### src/rtl/i2c_shdn_pkg.sv
package i2c_shdn_pkg;

  typedef struct packed {
    logic rx_lost;
    logic busy_abort;
  } abort_t;

  // Slave is engaged: any address byte, or a matched receive data phase.
  function automatic logic f_slave_busy(input logic addr_ph, input logic data_ph,
                                        input logic tx, input logic hit);
    return addr_ph | (data_ph & ~tx & hit);
  endfunction

  // Matched receive data phase.
  function automatic logic f_rx_active(input logic data_ph, input logic tx,
                                       input logic hit);
    return data_ph & ~tx & hit;
  endfunction

  // Points at which a pending disable may complete.
  function automatic logic f_disable_ok(input logic bdone, input logic stop,
                                        input logic idle);
    return bdone | stop | idle;
  endfunction

endpackage

### src/rtl/shdn_phase_track.sv
module shdn_phase_track
  import i2c_shdn_pkg::*;
(
  input  logic clk,
  input  logic rst_n,
  input  logic ph_addr,
  input  logic ph_data,
  input  logic dir_tx,
  input  logic addr_hit,
  input  logic byte_done,
  input  logic stop_seen,
  input  logic bus_idle,
  output logic slave_busy,
  output logic rx_active,
  output logic rx_byte_in,
  output logic rx_seen
);

  logic xfer_reset;

  assign slave_busy = f_slave_busy(ph_addr, ph_data, dir_tx, addr_hit);
  assign rx_active  = f_rx_active(ph_data, dir_tx, addr_hit);
  assign rx_byte_in = rx_active & byte_done;
  assign xfer_reset = ph_addr | stop_seen | bus_idle;

  always_ff @(posedge clk or negedge rst_n) begin
    if (!rst_n)          rx_seen <= 1'b0;
    else if (rx_byte_in) rx_seen <= 1'b1;
    else if (xfer_reset) rx_seen <= 1'b0;
  end

  assert_seen_set_R7: assert property (@(posedge clk) disable iff (!rst_n)
    rx_byte_in |=> rx_seen);
  assert_seen_clear_R7: assert property (@(posedge clk) disable iff (!rst_n)
    (xfer_reset && !rx_byte_in) |=> !rx_seen);

endmodule

### src/rtl/shdn_enable_ctrl.sv
module shdn_enable_ctrl (
  input  logic clk,
  input  logic rst_n,
  input  logic sw_enable,
  input  logic complete_ok,
  output logic en_eff,
  output logic pending
);

  logic finish_evt;

  assign pending    = en_eff & ~sw_enable;
  assign finish_evt = pending & complete_ok;

  always_ff @(posedge clk or negedge rst_n) begin
    if (!rst_n)          en_eff <= 1'b0;
    else if (sw_enable)  en_eff <= 1'b1;
    else if (finish_evt) en_eff <= 1'b0;
  end

  assert_enable_follows_R2: assert property (@(posedge clk) disable iff (!rst_n)
    sw_enable |=> en_eff);
  assert_pending_holds_R3: assert property (@(posedge clk) disable iff (!rst_n)
    (pending && !complete_ok) |=> en_eff);
  assert_disable_completes_R4: assert property (@(posedge clk) disable iff (!rst_n)
    (pending && complete_ok) |=> !en_eff);

endmodule

### src/rtl/shdn_abort_flags.sv
module shdn_abort_flags
  import i2c_shdn_pkg::*;
(
  input  logic   clk,
  input  logic   rst_n,
  input  logic   sw_enable,
  input  logic   pending,
  input  logic   slave_busy,
  input  logic   rx_active,
  input  logic   rx_byte_in,
  input  logic   rx_seen,
  input  logic   stop_seen,
  output abort_t flags
);

  logic busy_hit;
  logic lost_hit;

  assign busy_hit = pending & slave_busy;
  assign lost_hit = pending & (rx_byte_in | (rx_seen & (rx_active | stop_seen)));

  always_ff @(posedge clk or negedge rst_n) begin
    if (!rst_n) begin
      flags <= '0;
    end else if (sw_enable) begin
      flags <= '0;
    end else begin
      if (busy_hit) flags.busy_abort <= 1'b1;
      if (lost_hit) flags.rx_lost    <= 1'b1;
    end
  end

  assert_flags_clear_R9: assert property (@(posedge clk) disable iff (!rst_n)
    sw_enable |=> (flags == '0));
  assert_flags_hold_R9: assert property (@(posedge clk) disable iff (!rst_n)
    (!sw_enable && !pending) |=> $stable(flags));
  assert_busy_sets_R6: assert property (@(posedge clk) disable iff (!rst_n)
    busy_hit |=> flags.busy_abort);
  assert_lost_sets_R7: assert property (@(posedge clk) disable iff (!rst_n)
    lost_hit |=> flags.rx_lost);

endmodule

### src/rtl/i2c_slv_shutdown_ctrl.sv
module i2c_slv_shutdown_ctrl
  import i2c_shdn_pkg::*;
#(
  parameter int STATUS_W = 32
) (
  input  logic                clk,
  input  logic                rst_n,
  input  logic                sw_enable,
  input  logic                ph_addr,
  input  logic                ph_data,
  input  logic                dir_tx,
  input  logic                addr_hit,
  input  logic                byte_done,
  input  logic                stop_seen,
  input  logic                bus_idle,
  output logic                en_eff,
  output logic                force_nack,
  output logic [STATUS_W-1:0] status_word
);

  localparam int PAD_W = STATUS_W - 3;

  logic   slave_busy;
  logic   rx_active;
  logic   rx_byte_in;
  logic   rx_seen;
  logic   pending;
  logic   complete_ok;
  abort_t flags;
  abort_t flags_vis;

  assign complete_ok = f_disable_ok(byte_done, stop_seen, bus_idle);

  shdn_phase_track u_track (
    .clk        (clk),
    .rst_n      (rst_n),
    .ph_addr    (ph_addr),
    .ph_data    (ph_data),
    .dir_tx     (dir_tx),
    .addr_hit   (addr_hit),
    .byte_done  (byte_done),
    .stop_seen  (stop_seen),
    .bus_idle   (bus_idle),
    .slave_busy (slave_busy),
    .rx_active  (rx_active),
    .rx_byte_in (rx_byte_in),
    .rx_seen    (rx_seen)
  );

  shdn_enable_ctrl u_enable (
    .clk         (clk),
    .rst_n       (rst_n),
    .sw_enable   (sw_enable),
    .complete_ok (complete_ok),
    .en_eff      (en_eff),
    .pending     (pending)
  );

  shdn_abort_flags u_flags (
    .clk        (clk),
    .rst_n      (rst_n),
    .sw_enable  (sw_enable),
    .pending    (pending),
    .slave_busy (slave_busy),
    .rx_active  (rx_active),
    .rx_byte_in (rx_byte_in),
    .rx_seen    (rx_seen),
    .stop_seen  (stop_seen),
    .flags      (flags)
  );

  assign force_nack = pending & slave_busy;
  assign flags_vis  = sw_enable ? '0 : flags;

  generate
    if (PAD_W > 0) begin : g_pad
      assign status_word = {{PAD_W{1'b0}}, flags_vis.rx_lost, flags_vis.busy_abort, en_eff};
    end else begin : g_nopad
      assign status_word = {flags_vis.rx_lost, flags_vis.busy_abort, en_eff};
    end
  endgenerate

  assert_nack_only_pending_R5: assert property (@(posedge clk) disable iff (!rst_n)
    force_nack |-> (en_eff && !sw_enable));
  assert_masked_when_enabled_R2: assert property (@(posedge clk) disable iff (!rst_n)
    sw_enable |-> (status_word[2:1] == 2'b00));

endmodule

### config.mk
export PLATFORM = sky130hd
export DESIGN_NAME = i2c_slv_shutdown_ctrl
export DESIGN_NICKNAME = d
export VERILOG_FILES = /design/src/rtl/i2c_shdn_pkg.sv /design/src/rtl/shdn_phase_track.sv /design/src/rtl/shdn_enable_ctrl.sv /design/src/rtl/shdn_abort_flags.sv /design/src/rtl/i2c_slv_shutdown_ctrl.sv
export SDC_FILE = /design/constraint.sdc
export NUM_CORES = 1
export LEC_CHECK = 0
export ABC_AREA = 1
export BUFFER_PORTS_ARGS = -buffer_cell sky130_fd_sc_hd__buf_4
export CELL_PAD_IN_SITES_DETAIL_PLACEMENT = 0
export CELL_PAD_IN_SITES_GLOBAL_PLACEMENT = 1
export CORE_ASPECT_RATIO = 1.1
export CORE_MARGIN = 4
export CORE_UTILIZATION = 21
export CTS_CLUSTER_DIAMETER = 80
export DETAILED_ROUTE_END_ITERATION = 16
export GPL_ROUTABILITY_DRIVEN = 0
export PLACE_DENSITY = 0.87
export SLEW_MARGIN = 20
export SYNTH_ARGS = -nofsm -noshare
export SYNTH_HDL_FRONTEND = slang
export SYNTH_SLANG_ARGS = --single-unit
### constraint.sdc
create_clock -name clk -period 0.84 [get_ports clk]
set_input_delay 0.168 -clock clk [delete_from_list [all_inputs] [get_ports clk]]
set_output_delay 0.168 -clock clk [all_outputs]
set_load 0.05 [all_outputs]
; ---- Yosys cells after proc, flatten, opt, wreduce, memory -nomap -nowiden
; Index checks and enable logic that the tools add are counted.
[totals]
regBits = 4
word_cells = 33
output_inout_bits = 34
[op_classes]
reduce_logical = 4
bitwise = 17
n_mux = 8
[op_table]
columns = cell, count
row1 = $and A1 B1 Y1, 8
row2 = $reduce_bool A2 Y1, 4
row3 = $or A1 B1 Y1, 7
row4 = $mux W1, 6
row5 = $mux W2, 2
row6 = $not A1 Y1, 2

; ---- Longest topological paths before layout
[logic_depth]
depth_word = 9
depth_mapped = 5
depth_no_buf = 5

; ---- Cells and area by module
; From an unflattened synthesis, not the netlist that was laid out.
[unflattened]
cells_unflattened = 70
hier_area_um2 = 476.7
[modules_own_cells]
columns = mod, cells_per_inst, seq_area_each_um2, area_per_inst_um2, instances
row1 = i2c_slv_shutdown_ctrl, 40, 0.0, 262.8, 1
row2 = shdn_abort_flags, 10, 50.0, 87.6, 1
row3 = shdn_phase_track, 13, 25.0, 76.3, 1
row4 = shdn_enable_ctrl, 7, 25.0, 50.0, 1

; ---- Worst setup path before layout
; OpenSTA, ideal clock, no wires.
[synth_path]
path_type = register to output
from = register u_enable.en_eff
to = output force_nack
path_buffers = 0
t_required_ps = 672
stages_incl_launch_ff = 3
t_arrival_ps = 1136
slack_ps = -464
path_cell_list = dfrtp_1 > nand3_1 > inv_1
[synth_via]
elab_chain_cells = 2
[synth_rtl]
columns = element, line_no
row1 = "start, declared", shdn_enable_ctrl.sv:6  ; output logic en_eff,
row2 = "start signal, assigned", shdn_enable_ctrl.sv:16  ; if (!rst_n) en_eff <= 1'b0;
row3 = "start signal, assigned", shdn_enable_ctrl.sv:17  ; else if (sw_enable) en_eff <= 1'b1;
row4 = "start signal, assigned", shdn_enable_ctrl.sv:18  ; else if (finish_evt) en_eff <= 1'b0;
row5 = $and A1 B1 Y1, shdn_enable_ctrl.sv:12  ; assign pending = en_eff & ~sw_enable;
row6 = $and A1 B1 Y1, i2c_slv_shutdown_ctrl.sv:72  ; assign force_nack = pending & slave_busy;
row7 = "end, declared", i2c_slv_shutdown_ctrl.sv:17  ; output logic force_nack,
; Every way passes these cells.

; ---- Final worst setup path
; Ends and elaborated chain as after synthesis.

==> impl_metrics.csv <==
group,metric,value,unit
timing,fmax,886,MHz
timing,fin_crit,1.13,ns
placed_design,detailed_place_hpwl,719,µm
worst_setup_path,critPathMaxFanout,3,
logic_synthesis,yosysWarnings,0,
final_layout,mostFrequentLayoutCells,"conb_1, buf_4, buf_6, inv_1, nand2_1",
final_layout,stdcell_count,113,
logic_synthesis,netlist_area,444,µm²
pwr,pwr-share-clk,0.274,
timing,whs,0.118,ns
timing,worst_slack,-0.289,ns
detailed_routing,first_pass_iters,3,
clock_network,cts_tree,"yes",
worst_setup_path,cp_num_buf_inv,2,
detailed_routing,vias_per_cell,3.23,
pwr,p_seq_frac,0.222,
worst_setup_path,critical_path_class,"flip-flop to primary output",
pwr,power.leakage,0.350,nW
worst_setup_path,slowest_delay,0.42,ns
logic_synthesis,yosysUniqueCellTypes,12,
global_route,grt_pass1_wl,1250,µm
clock_network,clock_tree.buffer_depth,2,
pwr,p_per_area,1550,nW/µm²
die,fp.dieH,56.2,µm
final_layout,utilization,0.303,
logic_synthesis,synth_area_per_cell,7.40,µm²
die,die_x,51.9,µm
logic_synthesis,synth-seq-cells,4,
global_route,grt_overflow,0,
run_status,failed_checks,"setup timing",
final_layout,final_nets,96,
die,start_util,0.220,
pwr,net-switching-power,0.000477,W
logic_synthesis,synth_cells,60,
final_layout,nFillCells,225,
worst_setup_path,worst_setup_path_start_kind,"flip-flop",
worst_setup_path,arrival,0.96,ns
detailed_routing,vias,365,
worst_setup_path,worstPathRequired,0.67,ns
detailed_routing,wirelength,845,µm
worst_setup_path,crit_path_cell_trace,"nand3_4 -> clkinvlp_4 -> buf_6",
clock_network,htree_levels,1,
final_layout,final_layout_size_suffix_gt1_frac,0.424,
die,core_area,2020,µm²
timing,grt_setup_unrepaired,"yes",
global_route,grt_max_degree,5,
pwr,swShare,0.501,
final_layout,synthToLayoutAreaGrowth,38.0,%
clock_network,cts_buffers,3,
worst_setup_path,ff2ff_setup_slack,-0.12,ns
final_layout,final_common_cell,"conb_1",
clock_network,cts.reportedPaths.clkPinSlew,0.04,ns
timing,finalHoldViolCount,0,
pwr,ir_worst_vdd,0.612,mV
die,io_pins,44,
die,num_rows,17,
logic_synthesis,ys_seq_area_frac,0.225,
clock_network,cts.root.buffer_cell,"clkbuf_4",
clock_network,clock_sinks,4,
final_layout,antennaDiodeCount,0,
job,max_cap_violations,0,
placed_design,io_buffers,14,
pwr,power_frac_comb,0.504,
detailed_routing,antenna_left,0,
detailed_routing,wl_per_cell,7.48,µm
timing,setup-violations-final,7,
clock_network,insertion_delay,0.24,ns
detailed_routing,drt-initial-drc-count,3,
run_status,status,"complete, but fails checks",
min_path,hold_path_class,"input pin to flip-flop",
timing,fin_skew,0.00461,ns
global_route,antenna_found_initial,0,
worst_setup_path,critPathTopFamily,"flip-flops",
timing,drv_slew,0,
global_route,grt_pass1_vias,309,
pwr,intPower,0.000476,W
detailed_routing,remaining_drc_errors,0,
timing,period_share,1.34,
die,dieArea,2920,µm²
worst_setup_path,slowest_stage,"dfrtp_2",
global_route,grt_usage,0.0601,
worst_setup_path,crit_path_end_kind,"primary output",
placed_design,dp.cells,106,
## synthesized netlist by cell type (all sizes together)
| library cell | n | area share |
|---|---|---|
| dfrtp | 4 | 0.23 |
| o21ai | 3 | 0.034 |
| nand3 | 4 | 0.056 |
| nand4 | 1 | 0.014 |
| inv | 9 | 0.076 |
| nor2 | 1 | 0.0084 |
| nand2 | 6 | 0.051 |
| a21oi | 1 | 0.020 |
| conb | 1 | 0.0084 |
| buf | 30 | 0.51 |
## worst paths after layout
path,to,start,depth (start not counted)
max in group asynchronous,u_enable.en_eff,rst_n,2
hold / removal,u_enable.en_eff,byte_done,2
hold reg to reg,u_flags.flags[0],u_flags.flags[0],2
setup / recovery,force_nack,u_enable.en_eff,3
setup reg to reg,u_flags.flags[1],u_enable.en_eff,6
min in group asynchronous,u_track.rx_seen,rst_n,2
## registers in the layout (all words and copies together) (netlist names)
register / count
u_enable.en_eff: 1
u_flags.flags: 2
u_track.rx_seen: 1
## layer usage
layer,up-vias,track usage,share of wire
met4,0,0.0337,0
met3,0,0.0429,0.19
li1,172,-,-
met1,158,0.0548,0.34
met5,-,0,0
met2,35,0.0952,0.46
## cell families after synthesis
| kind of cell | after synthesis | synth area share |
|---|---|---|
| buffers and inverters | 39 | 0.583 |
| and+or+nand+nor | 12 | 0.130 |
| AOI/OAI and AO/OA | 4 | 0.0535 |
| other | 1 | 0.00844 |
| DFF | 4 | 0.225 |
## area by class of cell
class | instances | area, µm² | share of cell area
clock buffers | 4 | 26.3 | 0.0429
inverters | 9 | 37.5 | 0.0612
multi-input cells | 45 | 215 | 0.351
flip-flops and latches | 4 | 101 | 0.165
well taps | 28 | 35.0 | 0.0571
repair buffers | 23 | 198 | 0.322
## power by group through the flow
| stage | Combinational [W] | Sequential, W | Clock [W] |
|---|---|---|---|
| after detailed placement | 0.000449 | 0.000212 | 0 |
| after global routing | 0.000503 | 0.000212 | 0.000291 |
| after CTS | 0.000476 | 0.000211 | 0.000272 |
| final | 0.000481 | 0.000212 | 0.000261 |
| after global placement | 0.000446 | 0.000212 | 0 |
| after floorplan | 0.000461 | 0.000223 | 0 |
## worst register-to-register path, stage by stage (launching register included)
cell     delay, ns
dfrtp_2       0.42
buf_4         0.14
buf_6         0.11
nand2_2       0.05
a21oi_2       0.03
nand2_1       0.05
nand2_1       0.04
## metrics by stage
step | TNS, ns | setup slack, ns | power (W) | cell area [µm²]
finish | -1.38 | -0.289 | 0.000953 | 613
global route | -1.66 | -0.338 | 0.00101 | 613
CTS | -1.45 | -0.296 | 0.000959 | 608
detailed placement | -0.287 | -0.200 | 0.000661 | 527
global placement | -0.269 | -0.186 | 0.000658 | 527
floorplan | -0.373 | -0.213 | 0.000685 | 567
## repair_timing
| action | 4_1_cts | 5_1_grt |
|---|---|---|
| buffers inserted | 2 | 0 |
| hold buffers | 1 | 0 |
| endpoints found under the setup margin | 6 | 7 |
| pin swaps | 1 | 0 |
| gates cloned | 0 | 0 |
| resized for setup | 9 | 3 |
| hold endpoints to repair | 4 | 0 |
Note: power is estimated with default switching activity, not from simulation.
